**src/rtl/page_guard_pkg.sv**
```systemverilog
package page_guard_pkg;

    localparam int SEG_W  = 3;
    localparam int SEG_NX = 0;
    localparam int SEG_KS = 1;
    localparam int SEG_KU = 2;
    localparam int CODE_W = 32;

    typedef enum logic [1:0] {
        ACC_LOAD  = 2'd0,
        ACC_STORE = 2'd1,
        ACC_FETCH = 2'd2,
        ACC_BAD   = 2'd3
    } acc_e;

    typedef struct packed {
        logic rd;
        logic wr;
        logic ex;
    } rights_t;

    localparam logic [CODE_W-1:0] CODE_NX      = 32'h1000_0000;
    localparam logic [CODE_W-1:0] CODE_DENY_RD = 32'h0800_0000;
    localparam logic [CODE_W-1:0] CODE_DENY_WR = 32'h0A00_0000;
    localparam logic [CODE_W-1:0] CODE_MISS_RD = 32'h4000_0000;
    localparam logic [CODE_W-1:0] CODE_MISS_WR = 32'h4200_0000;

endpackage

```
**src/rtl/pg_rights.sv**
```systemverilog
module pg_rights
    import page_guard_pkg::*;
(
    input  logic [SEG_W-1:0] seg_i,
    input  logic             user_mode_i,
    input  logic [1:0]       pp_i,
    output rights_t          rights_o
);

    logic key;

    always_comb begin
        key = user_mode_i ? seg_i[SEG_KU] : seg_i[SEG_KS];
        rights_o.ex = ~seg_i[SEG_NX];
        if (!key) begin
            rights_o.rd = 1'b1;
            rights_o.wr = (pp_i != 2'd3);
        end else begin
            rights_o.rd = (pp_i != 2'd0);
            rights_o.wr = (pp_i == 2'd2);
        end
    end

endmodule

```
**src/rtl/pg_fault_enc.sv**
```systemverilog
module pg_fault_enc
    import page_guard_pkg::*;
(
    input  logic [1:0]        acc_i,
    input  rights_t           rights_i,
    input  logic              nx_i,
    input  logic              miss_i,
    output logic              permit_o,
    output logic              f_instr_o,
    output logic              f_data_o,
    output logic              bad_o,
    output logic [CODE_W-1:0] code_o
);

    acc_e acc;
    logic need;
    logic is_fetch;
    logic is_store;

    always_comb begin
        acc      = acc_e'(acc_i);
        is_fetch = (acc == ACC_FETCH);
        is_store = (acc == ACC_STORE);
        case (acc)
            ACC_LOAD:  need = rights_i.rd;
            ACC_STORE: need = rights_i.wr;
            ACC_FETCH: need = rights_i.ex;
            default:   need = 1'b0;
        endcase

        permit_o  = 1'b0;
        f_instr_o = 1'b0;
        f_data_o  = 1'b0;
        bad_o     = 1'b0;
        code_o    = '0;

        if (acc == ACC_BAD) begin
            bad_o = 1'b1;
        end else if (is_fetch && nx_i) begin
            f_instr_o = 1'b1;
            code_o    = CODE_NX;
        end else if (miss_i) begin
            if (is_fetch) begin
                f_instr_o = 1'b1;
                code_o    = CODE_MISS_RD;
            end else begin
                f_data_o = 1'b1;
                code_o   = is_store ? CODE_MISS_WR : CODE_MISS_RD;
            end
        end else if (!need) begin
            if (is_fetch) begin
                f_instr_o = 1'b1;
                code_o    = CODE_DENY_RD;
            end else begin
                f_data_o = 1'b1;
                code_o   = is_store ? CODE_DENY_WR : CODE_DENY_RD;
            end
        end else begin
            permit_o = 1'b1;
        end
    end

endmodule

```
**src/rtl/page_guard.sv**
```systemverilog
module page_guard
    import page_guard_pkg::*;
#(
    parameter int AW = 32
) (
    input  logic              clk,
    input  logic              rst_n,
    input  logic              req_valid_i,
    input  logic [SEG_W-1:0]  seg_i,
    input  logic [1:0]        pp_i,
    input  logic              user_mode_i,
    input  logic [1:0]        acc_i,
    input  logic              miss_i,
    input  logic [AW-1:0]     eff_addr_i,
    output logic              rsp_valid_o,
    output logic              allow_o,
    output logic [2:0]        rights_o,
    output logic              fault_instr_o,
    output logic              fault_data_o,
    output logic [CODE_W-1:0] code_o,
    output logic [AW-1:0]     fault_addr_o,
    output logic              illegal_o
);

    typedef struct packed {
        logic              valid;
        logic              allow;
        rights_t           rights;
        logic              fi;
        logic              fd;
        logic [CODE_W-1:0] code;
        logic [AW-1:0]     faddr;
        logic              bad;
    } state_t;

    state_t  st_d, st_q;
    rights_t rights_c;
    logic    permit_c, fi_c, fd_c, bad_c;
    logic [CODE_W-1:0] code_c;

    pg_rights u_rights (
        .seg_i       (seg_i),
        .user_mode_i (user_mode_i),
        .pp_i        (pp_i),
        .rights_o    (rights_c)
    );

    pg_fault_enc u_enc (
        .acc_i     (acc_i),
        .rights_i  (rights_c),
        .nx_i      (seg_i[SEG_NX]),
        .miss_i    (miss_i),
        .permit_o  (permit_c),
        .f_instr_o (fi_c),
        .f_data_o  (fd_c),
        .bad_o     (bad_c),
        .code_o    (code_c)
    );

    always_comb begin
        st_d       = '0;
        st_d.faddr = st_q.faddr;
        if (req_valid_i) begin
            st_d.valid  = 1'b1;
            st_d.allow  = permit_c;
            st_d.rights = rights_c;
            st_d.fi     = fi_c;
            st_d.fd     = fd_c;
            st_d.code   = code_c;
            st_d.bad    = bad_c;
            if (fd_c) begin
                st_d.faddr = eff_addr_i;
            end
        end
    end

    always_ff @(posedge clk) begin
        if (!rst_n) begin
            st_q <= '0;
        end else begin
            st_q <= st_d;
        end
    end

    assign rsp_valid_o   = st_q.valid;
    assign allow_o       = st_q.allow;
    assign rights_o      = st_q.rights;
    assign fault_instr_o = st_q.fi;
    assign fault_data_o  = st_q.fd;
    assign code_o        = st_q.code;
    assign fault_addr_o  = st_q.faddr;
    assign illegal_o     = st_q.bad;

    p_one_fault_r9: assert property (@(posedge clk) disable iff (!rst_n)
        !(fault_instr_o && fault_data_o));

    p_allow_clean_r9: assert property (@(posedge clk) disable iff (!rst_n)
        allow_o |-> (!fault_instr_o && !fault_data_o && !illegal_o && code_o == '0));

    p_idle_quiet_r9: assert property (@(posedge clk) disable iff (!rst_n)
        !rsp_valid_o |-> (!allow_o && !fault_instr_o && !fault_data_o && !illegal_o));

    p_write_needs_read_r2: assert property (@(posedge clk) disable iff (!rst_n)
        rights_o[1] |-> rights_o[2]);

    p_nx_no_exec_r4: assert property (@(posedge clk) disable iff (!rst_n)
        (rsp_valid_o && $past(seg_i[SEG_NX])) |-> !rights_o[0]);

    p_illegal_r8: assert property (@(posedge clk) disable iff (!rst_n)
        (req_valid_i && acc_i == 2'd3) |=> (illegal_o && !allow_o && !fault_instr_o && !fault_data_o));

    p_faddr_load_r7: assert property (@(posedge clk) disable iff (!rst_n)
        fault_data_o |-> (fault_addr_o == $past(eff_addr_i)));

    p_faddr_hold_r7: assert property (@(posedge clk) disable iff (!rst_n)
        !fault_data_o |-> $stable(fault_addr_o));

endmodule

```
**config.mk**
```make
export PLATFORM = sky130hd
export DESIGN_NAME = page_guard
export DESIGN_NICKNAME = d
export VERILOG_FILES = /design/src/rtl/page_guard_pkg.sv /design/src/rtl/pg_rights.sv /design/src/rtl/pg_fault_enc.sv /design/src/rtl/page_guard.sv
export SDC_FILE = /design/constraint.sdc
export NUM_CORES = 1
export LEC_CHECK = 0
export BUFFER_PORTS_ARGS = -buffer_cell sky130_fd_sc_hd__buf_2
export CORE_MARGIN = 2
export CORE_UTILIZATION = 54
export CTS_CLUSTER_SIZE = 40
export DETAILED_ROUTE_END_ITERATION = 8
export PLACE_DENSITY = 0.87
export SLEW_MARGIN = 30
export SYNTH_ARGS = -nofsm -noshare
export SYNTH_HDL_FRONTEND = slang
export SYNTH_SLANG_ARGS = --single-unit
```
**constraint.sdc**
```tcl
create_clock -name clk -period 4.9 [get_ports clk]
set_clock_uncertainty 0.15 [all_clocks]
set_input_delay 0.98 -clock clk [delete_from_list [all_inputs] [get_ports clk]]
set_output_delay 0.98 -clock clk [all_outputs]
set_load 0.005 [all_outputs]
```
**After elaboration in Yosys (flattened, before gate mapping)**

Index checks and enable logic that the tools add are counted.

- Flip-flop bits (word level): 72
- Word-level logic and storage cells: 55
- Output and inout port bits: 72

- Equal/unequal tests: 5
- Bitwise logic cells: 3
- Muxes and demuxes: 28
- Reduce and logical (&&, ||, !) cells: 8

Operators with widths:

| kind | number |
|---|---|
| $mux W32 | 7 |
| $mux W72 | 1 |
| $mux W26 | 2 |
| $mux W1 | 16 |
| $eq A2 B2 Y1 const B | 3 |
| $reduce_or A5 Y1 | 1 |
| $reduce_and A2 Y1 | 2 |
| $reduce_or A4 Y1 | 1 |
| $not A1 Y1 | 3 |
| $pmux W1 S3 | 1 |
| $reduce_or A3 Y1 | 1 |
| $eq A2 B1 Y1 const B | 1 |
| $logic_not A2 Y1 | 1 |
| $mux W2 | 1 |
| $ne A2 B2 Y1 const B | 1 |
| $reduce_bool A2 Y1 | 1 |
| $logic_and A1 B1 Y1 | 1 |

**Longest topological paths before layout**

Gate-level depths: netlist of the first run.

- Depth after elaboration: 9
- Mapped depth: 6

**By module**

Synthesis of the first run repeated with hierarchy kept, for this count alone.

- Cell total of the unflattened synthesis: 284
- Area total of the unflattened synthesis: 2813.9 µm²

By module, submodules not included:

| module | sequential area each (µm²) | area an instance (µm²) | cells each | times used |
|---|---|---|---|---|
| page_guard | 1441.4 | 2457.4 | 235 | 1 |
| pg_fault_enc | 0.0 | 320.3 | 44 | 1 |
| pg_rights | 0.0 | 36.3 | 5 | 1 |

**Worst setup path after synthesis of the first run**

No wires, ideal clock.

- Path type: input -> register
- From: input port user_mode_i
- To: register st_q, in the netlist fault_addr_o[0]
- Arrival time: 2098 ps
- Setup slack: 2536 ps
- Stages on the path: 5
- Library setup time: 116 ps
- Cells stage by stage: mux2_2 o221ai_4 clkbuf_8 o221ai_1 a41o_1

- Cells in the longest elaborated chain, start to end: 8

Ends and longest elaborated chain:

| what | line | source |
|---|---|---|
| from (decl) | page_guard.sv:11 | `input logic user_mode_i,` |
| $mux W1 | pg_rights.sv:13 | `key = user_mode_i ? seg_i[SEG_KU] : seg_i[SEG_KS];` |
| $mux W2 | pg_rights.sv:15 | `if (!key) begin` |
| $pmux W1 S3 | pg_fault_enc.sv:24 | `case (acc)` |
| $mux W1 | pg_fault_enc.sv:50 | `end else if (!need) begin` |
| $mux W1 | pg_fault_enc.sv:42 | `end else if (miss_i) begin` |
| $mux W1 | pg_fault_enc.sv:39 | `end else if (is_fetch && nx_i) begin` |
| $mux W1 | pg_fault_enc.sv:37 | `if (acc == ACC_BAD) begin` |
| $reduce_and A2 Y1 (no source line) | -- |  |
| to (signal assigned) | page_guard.sv:81 | `st_q <= st_d;` |
| to (decl) | page_guard.sv:36 | `state_t st_d, st_q;` |

Every way passes these cells.
A chain may end at the register's enable or synchronous reset.

**Final worst setup path of the first run**

- From: input port miss_i
- To: register st_q, in the netlist fault_addr_o[1]

- Cells in the longest elaborated chain, start to end: 4

Ends and longest elaborated chain:

| what | line | source |
|---|---|---|
| from (decl) | page_guard.sv:13 | `input logic miss_i,` |
| $mux W1 | pg_fault_enc.sv:42 |  |
| $mux W1 | pg_fault_enc.sv:39 |  |
| $mux W1 | pg_fault_enc.sv:37 |  |
| $reduce_and A2 Y1 (no source line) | -- |  |

Every way passes these cells.

==> results of run 1 <==
## how the worst min path moves through the flow
stage | slack (ns) | endpoint | from | depth (start not counted)
6_report | 0.37 | fault_addr_o[26] | fault_addr_o[26] | 1
5_1_grt | 0.40 | fault_addr_o[12] | fault_addr_o[12] | 1
4_1_cts | 0.38 | fault_addr_o[28] | fault_addr_o[28] | 1
3_5_place_dp | 0.35 | fault_addr_o[28] | fault_addr_o[28] | 1
3_3_place_gp | 0.34 | fault_addr_o[15] | fault_addr_o[15] | 1
2_1_floorplan | 0.36 | fault_addr_o[10] | fault_addr_o[10] | 1
## worst max-delay path: stages
cell and delay [ns]:
buf_2 0.35, o31ai_4 0.27, buf_4 0.38, and2_4 0.57, o221ai_1 0.19, a41o_1 0.24
## state kept, by name (all words and copies together), names as in the netlist
| register | flops |
|---|---|
| fault_addr_o | 32 |
| code_o | 4 |
| rights_o | 3 |
| allow_o | 1 |
| fault_data_o | 1 |
| fault_instr_o | 1 |
| illegal_o | 1 |
| rsp_valid_o | 1 |
## layout make-up
cell class | count | area (um2) | area share
tap | 72 | 90.1 | 0.0282
inverter | 3 | 11.3 | 0.00352
multi-input combinational | 212 | 1600 | 0.501
clock buffer | 5 | 68.8 | 0.0215
timing repair buffer | 90 | 497 | 0.155
sequential | 44 | 881 | 0.276
clock inverter | 3 | 46.3 | 0.0145
## layer usage
layer	global-route usage	share of wire	up-vias
met1	0.287	0.43	1270
met2	0.367	0.49	98
met3	0.0554	0.068	8
li1	-	-	1270
met4	0.0586	0.010	0
met5	0	0	-
## cell usage after synthesis
cell	instances
buf_6	2
and3_2	1
buf_12	4
o221ai_2	29
clkbuf_1	4
inv_1	2
o21ai_0	1
nor2b_2	1
dlygate4sd1_1	9
nand2_1	35
o31ai_4	1
clkinv_1	1
a41o_1	32
and4_1	1
nor3_1	2
and2_2	1
mux2_2	2
clkbuf_8	18
buf_4	30
conb_1	1
buf_2	2
o221ai_4	1
nor2_1	4
dfxtp_1	44
dlymetal6s2s_1	1
nand4_1	64
nor3b_1	1
o2111a_1	1
and2_4	1
and3_1	2
a21oi_1	1
o221ai_1	3
## power breakdown
part | switching, mW | leakage, nW | internal, mW
logic | 0.109 | 1.10 | 0.0700
registers | 0.0163 | 0.360 | 0.381
clock network | 0.137 | 0.0548 | 0.154
total | 0.262 | 1.51 | 0.604
## cell families after synthesis
family,Yosys count,share of synthesized area
AO/OA/AOI/OAI,69,0.276
buffers and inverters,73,0.228
flip-flops,44,0.286
multiplexers,2,0.00731
other,1,0.00122
AND/OR/NAND/NOR,113,0.201
==> flow_metrics.tcl, run 1 <==
set metrics [dict create \
    place_ws_ns 1.49 \
    synth_area_leaders "dfxtp_1 29%, o221ai_2 14%, nand4_1 13%, a41o_1 10%, clkbuf_8 8.0%" \
    hold_viol 0 \
    arrival_ns 2.99 \
    first_iter_violations 305 \
    yosysSeqAreaShare 0.286 \
    port_buffers 87 \
    placed_area_um2 3050 \
    placed_cells_incl_taps 420 \
    final_nets 400 \
    tns_ns 0 \
    synth.top_cell.area_share 0.286 \
    grt_use_total 0.222 \
    drive_gt1_frac 0.381 \
    core_area_um2 5510 \
    tightest_slew_ns 0.810 \
    clk_pin_slew_ns 0.09 \
    numCtsBuffers 5 \
    viasPerCell 6.17 \
    hold_ws_ns 0.372 \
    cp.required_ns 4.95 \
    grt_pass1_wl_um 11300 \
    insertion_delay_ns 0.30 \
    clock-sinks 44 \
    hp-class "reg -> reg" \
    reg2reg_to "fault_addr_o[1]" \
    vias 2646 \
    ctsHoldBuffers 0 \
    worst_slack_ns 1.96 \
    crit_path_max_fanout 38 \
    dp_hpwl_um 4290 \
    fin_util 0.580 \
    critPathKind "in -> reg" \
    grt_overflow 0 \
    synthCells 302 \
    cp-end-kind "flop" \
    reg2reg_depth 3 \
    route.detailed.drc 0 \
    die_height_um 79.5 \
    maxCapViolCount 0 \
    fin_crit_sh 0.600 \
    post-route-min-period_ns 2.94 \
    crit_path_end "fault_addr_o[1]" \
    fmax_ghz 0.340 \
    grt_start_max_net_pins 131 \
    synth-seq-cells 44 \
    ant_nets 0 \
    rsz0062_at_grt "no" \
    startpoint "miss_i" \
    relSlewSlack 0.460 \
    wirelength_um 7160 \
    start_util 0.559 \
    n_fill_cell 498 \
    critPathLaunchType "primary input" \
    cts.repair.resized 0 \
    post_cts.repair.setup_buffers 0 \
    total_power_uw 867 \
    final_cells 429 \
    rrSetupSlack_ns 3.87 \
    rows 27 \
    layout_commonest_cell "buf_2" \
    die_w_um 79.5 \
    num_antenna_cells 0 \
    design_area_um2 3200 \
    grt_pass1_vias 2341 \
    power_density_nw_per_um2 271 \
    area_growth_pct 3.78 \
    routedWlPerCell_um 16.7 \
    setup_viol 0 \
    drt_pass1_iterations 4 \
    die_area_um2 6320 \
    cts-root-buf "clkbuf_8" \
    outcome "complete, no violations" \
    ios 116 \
    syn_avg_cell_area_um2 10.2 \
    p_leak_nw 1.51 \
    mostFrequentLayoutCells "86 x buf_2, 64 x nand4_1, 44 x dfxtp_1" \
    r2r-start "fault_addr_o[1]" \
    ys_types 32 \
    tritoncts "yes" \
    yosysTopAreaCell "dfxtp_1" \
    yosysWarnings 0 \
    antenna_found_initial 0 \
    synth_area_um2 3080 \
    htree_levels 2 \
    ir_drop_mv 0.139 \
    maxSlewViolCount 0 \
    gp_congestion 0.711 \
    clock_path_buffers 2 \
]
(Power assumes the default switching activity.)
==> run 2: changes to the inputs <==
--- a/config.mk
+++ b/config.mk
@@ -7,10 +7,10 @@
 export LEC_CHECK = 0
 export BUFFER_PORTS_ARGS = -buffer_cell sky130_fd_sc_hd__buf_2
 export CORE_MARGIN = 2
-export CORE_UTILIZATION = 54
+export CORE_UTILIZATION = 45
 export CTS_CLUSTER_SIZE = 40
 export DETAILED_ROUTE_END_ITERATION = 8
-export PLACE_DENSITY = 0.87
+export PLACE_DENSITY = 0.77
 export SLEW_MARGIN = 30
 export SYNTH_ARGS = -nofsm -noshare
 export SYNTH_HDL_FRONTEND = slang
==> constraint.sdc (replaced) <==
create_clock -name clk -period 2.35 [get_ports clk]
set_clock_uncertainty 0.15 [all_clocks]
set_input_delay 0.47 -clock clk [delete_from_list [all_inputs] [get_ports clk]]
set_output_delay 0.47 -clock clk [all_outputs]
set_load 0.005 [all_outputs]
==> run 2 against run 1 <==
Effect of this change: utilization down 8.9 points; flip-flop and latch count is the same; final area is 3.2% higher; setup slack worse by 1.5 ns; critical path type unchanged; largest power group unchanged; highest routed layer unchanged.
==> flow_metrics.tcl, run 2 (synthesized netlist as in run 1, its figures left out) <==
set metrics [dict create \
    tritoncts "yes" \
    tns_ns 0 \
    area_growth_pct 7.11 \
    die_w_um 86.7 \
    met1Wirelength_um 3070 \
    clock_path_buffers 2 \
    wirelength_um 7190 \
    hold_ws_ns 0.263 \
    arrival_ns 1.92 \
    grt_start_max_net_pins 65 \
    grt_use_total 0.189 \
    p_leak_nw 1.56 \
    drt_pass1_iterations 4 \
    crit_path_max_fanout 34 \
    grt_pass1_wl_um 11600 \
    viasPerCell 6.05 \
    rsz0062_at_grt "no" \
    maxSlewViolCount 0 \
    outcome "complete, no violations" \
    ir_drop_mv 0.323 \
    critPathKind "in -> reg" \
    core_area_um2 6720 \
    vias 2686 \
    gp_congestion 0.694 \
    first_iter_violations 152 \
    layout_commonest_cell "buf_2" \
    cts-root-buf "clkbuf_8" \
    clock-sinks 44 \
    ant_nets 0 \
    maxUsedRoutingLayer "met4" \
    maxCapViolCount 0 \
    seq_area_um2 881 \
    grt_pass1_vias 2443 \
    mostFrequentLayoutCells "86 x buf_2, 64 x nand4_1, 44 x dfxtp_1" \
    ios 116 \
    cp.required_ns 2.39 \
    drive_gt1_frac 0.390 \
    numCtsBuffers 5 \
    relSlewSlack 0.462 \
    tightest_slew_ns 0.803 \
    final_nets 407 \
    cp-end-kind "flop" \
    post_cts.repair.setup_buffers 0 \
    rows 30 \
    grt_overflow 0 \
    dp_hpwl_um 4710 \
    port_buffers 87 \
    cts.repair.resized 0 \
    clk_pin_slew_ns 0.09 \
    dr_wl_met2_um 3590 \
    ctsHoldBuffers 0 \
    multiInputGateArea_um2 1600 \
    routedWlPerCell_um 16.2 \
    post-route-min-period_ns 1.88 \
    fmax_ghz 0.532 \
    critPathLaunchType "primary input" \
    antenna_found_initial 0 \
    die_height_um 86.7 \
    insertion_delay_ns 0.30 \
    largest_reg_flops 32 \
    power_density_nw_per_um2 610 \
    hp-class "in -> reg" \
    setup_viol 0 \
    die_area_um2 7520 \
    dr_wl_met3_um 487 \
    n_fill_cell 673 \
    num_antenna_cells 0 \
    route.detailed.drc 0 \
    fin_crit_sh 0.799 \
    hold_viol 0 \
    start_util 0.458 \
    htree_levels 2 \
]
## run 2: layout make-up
type	count	area share
clock buffer	5	0.0209
clock inverter	3	0.0273
inverter	3	0.00341
multi-input combinational	212	0.484
sequential	44	0.267
tap	80	0.0303
timing repair buffer	97	0.167
## run 2: per-stage QoR
step | worst slack [ns] | cells | cell area, um2 | total power, mW | utilization
global route | 0.375 | 444 | 3300 | 2.12 | 0.491
floorplan | 0.496 | 329 | 3180 | 1.16 | -
CTS | 0.483 | 444 | 3300 | 2.03 | 0.491
detailed placement | 0.169 | 436 | 3140 | 1.22 | 0.467
global placement | 0.226 | 436 | 3140 | 1.21 | 0.467
finish | 0.472 | 444 | 3300 | 2.01 | 0.491
## run 2: routing by layer
| layer | global-route usage | vias to the layer above |
|---|---|---|
| li1 | - | 1282 |
| met1 | 0.248 | 1277 |
| met2 | 0.315 | 121 |
| met3 | 0.0410 | 6 |
| met4 | 0.0511 | 0 |
| met5 | 0 | - |
## run 2: report_power, final
group          total (mW)  internal, mW  switching, mW
combinational       0.382         0.153          0.228
sequential          0.826         0.794         0.0323
clock               0.805         0.532          0.273
## run 2: critical path, cell delays in order
cell and delay [ns]:
buf_2 0.09, buf_4 0.34, and2_4 0.58, o221ai_1 0.19
a41o_1 0.24
## run 2: worst paths after layout
path | start | to | slack (ns) | cells after the start
max reg2reg | fault_addr_o[15] | fault_addr_o[15] | 1.35 | 3
min reg2reg | fault_addr_o[10] | fault_addr_o[10] | 0.37 | 1
max | req_valid_i | fault_addr_o[31] | 0.47 | 5
min | seg_i[0] | rights_o[0] | 0.26 | 2
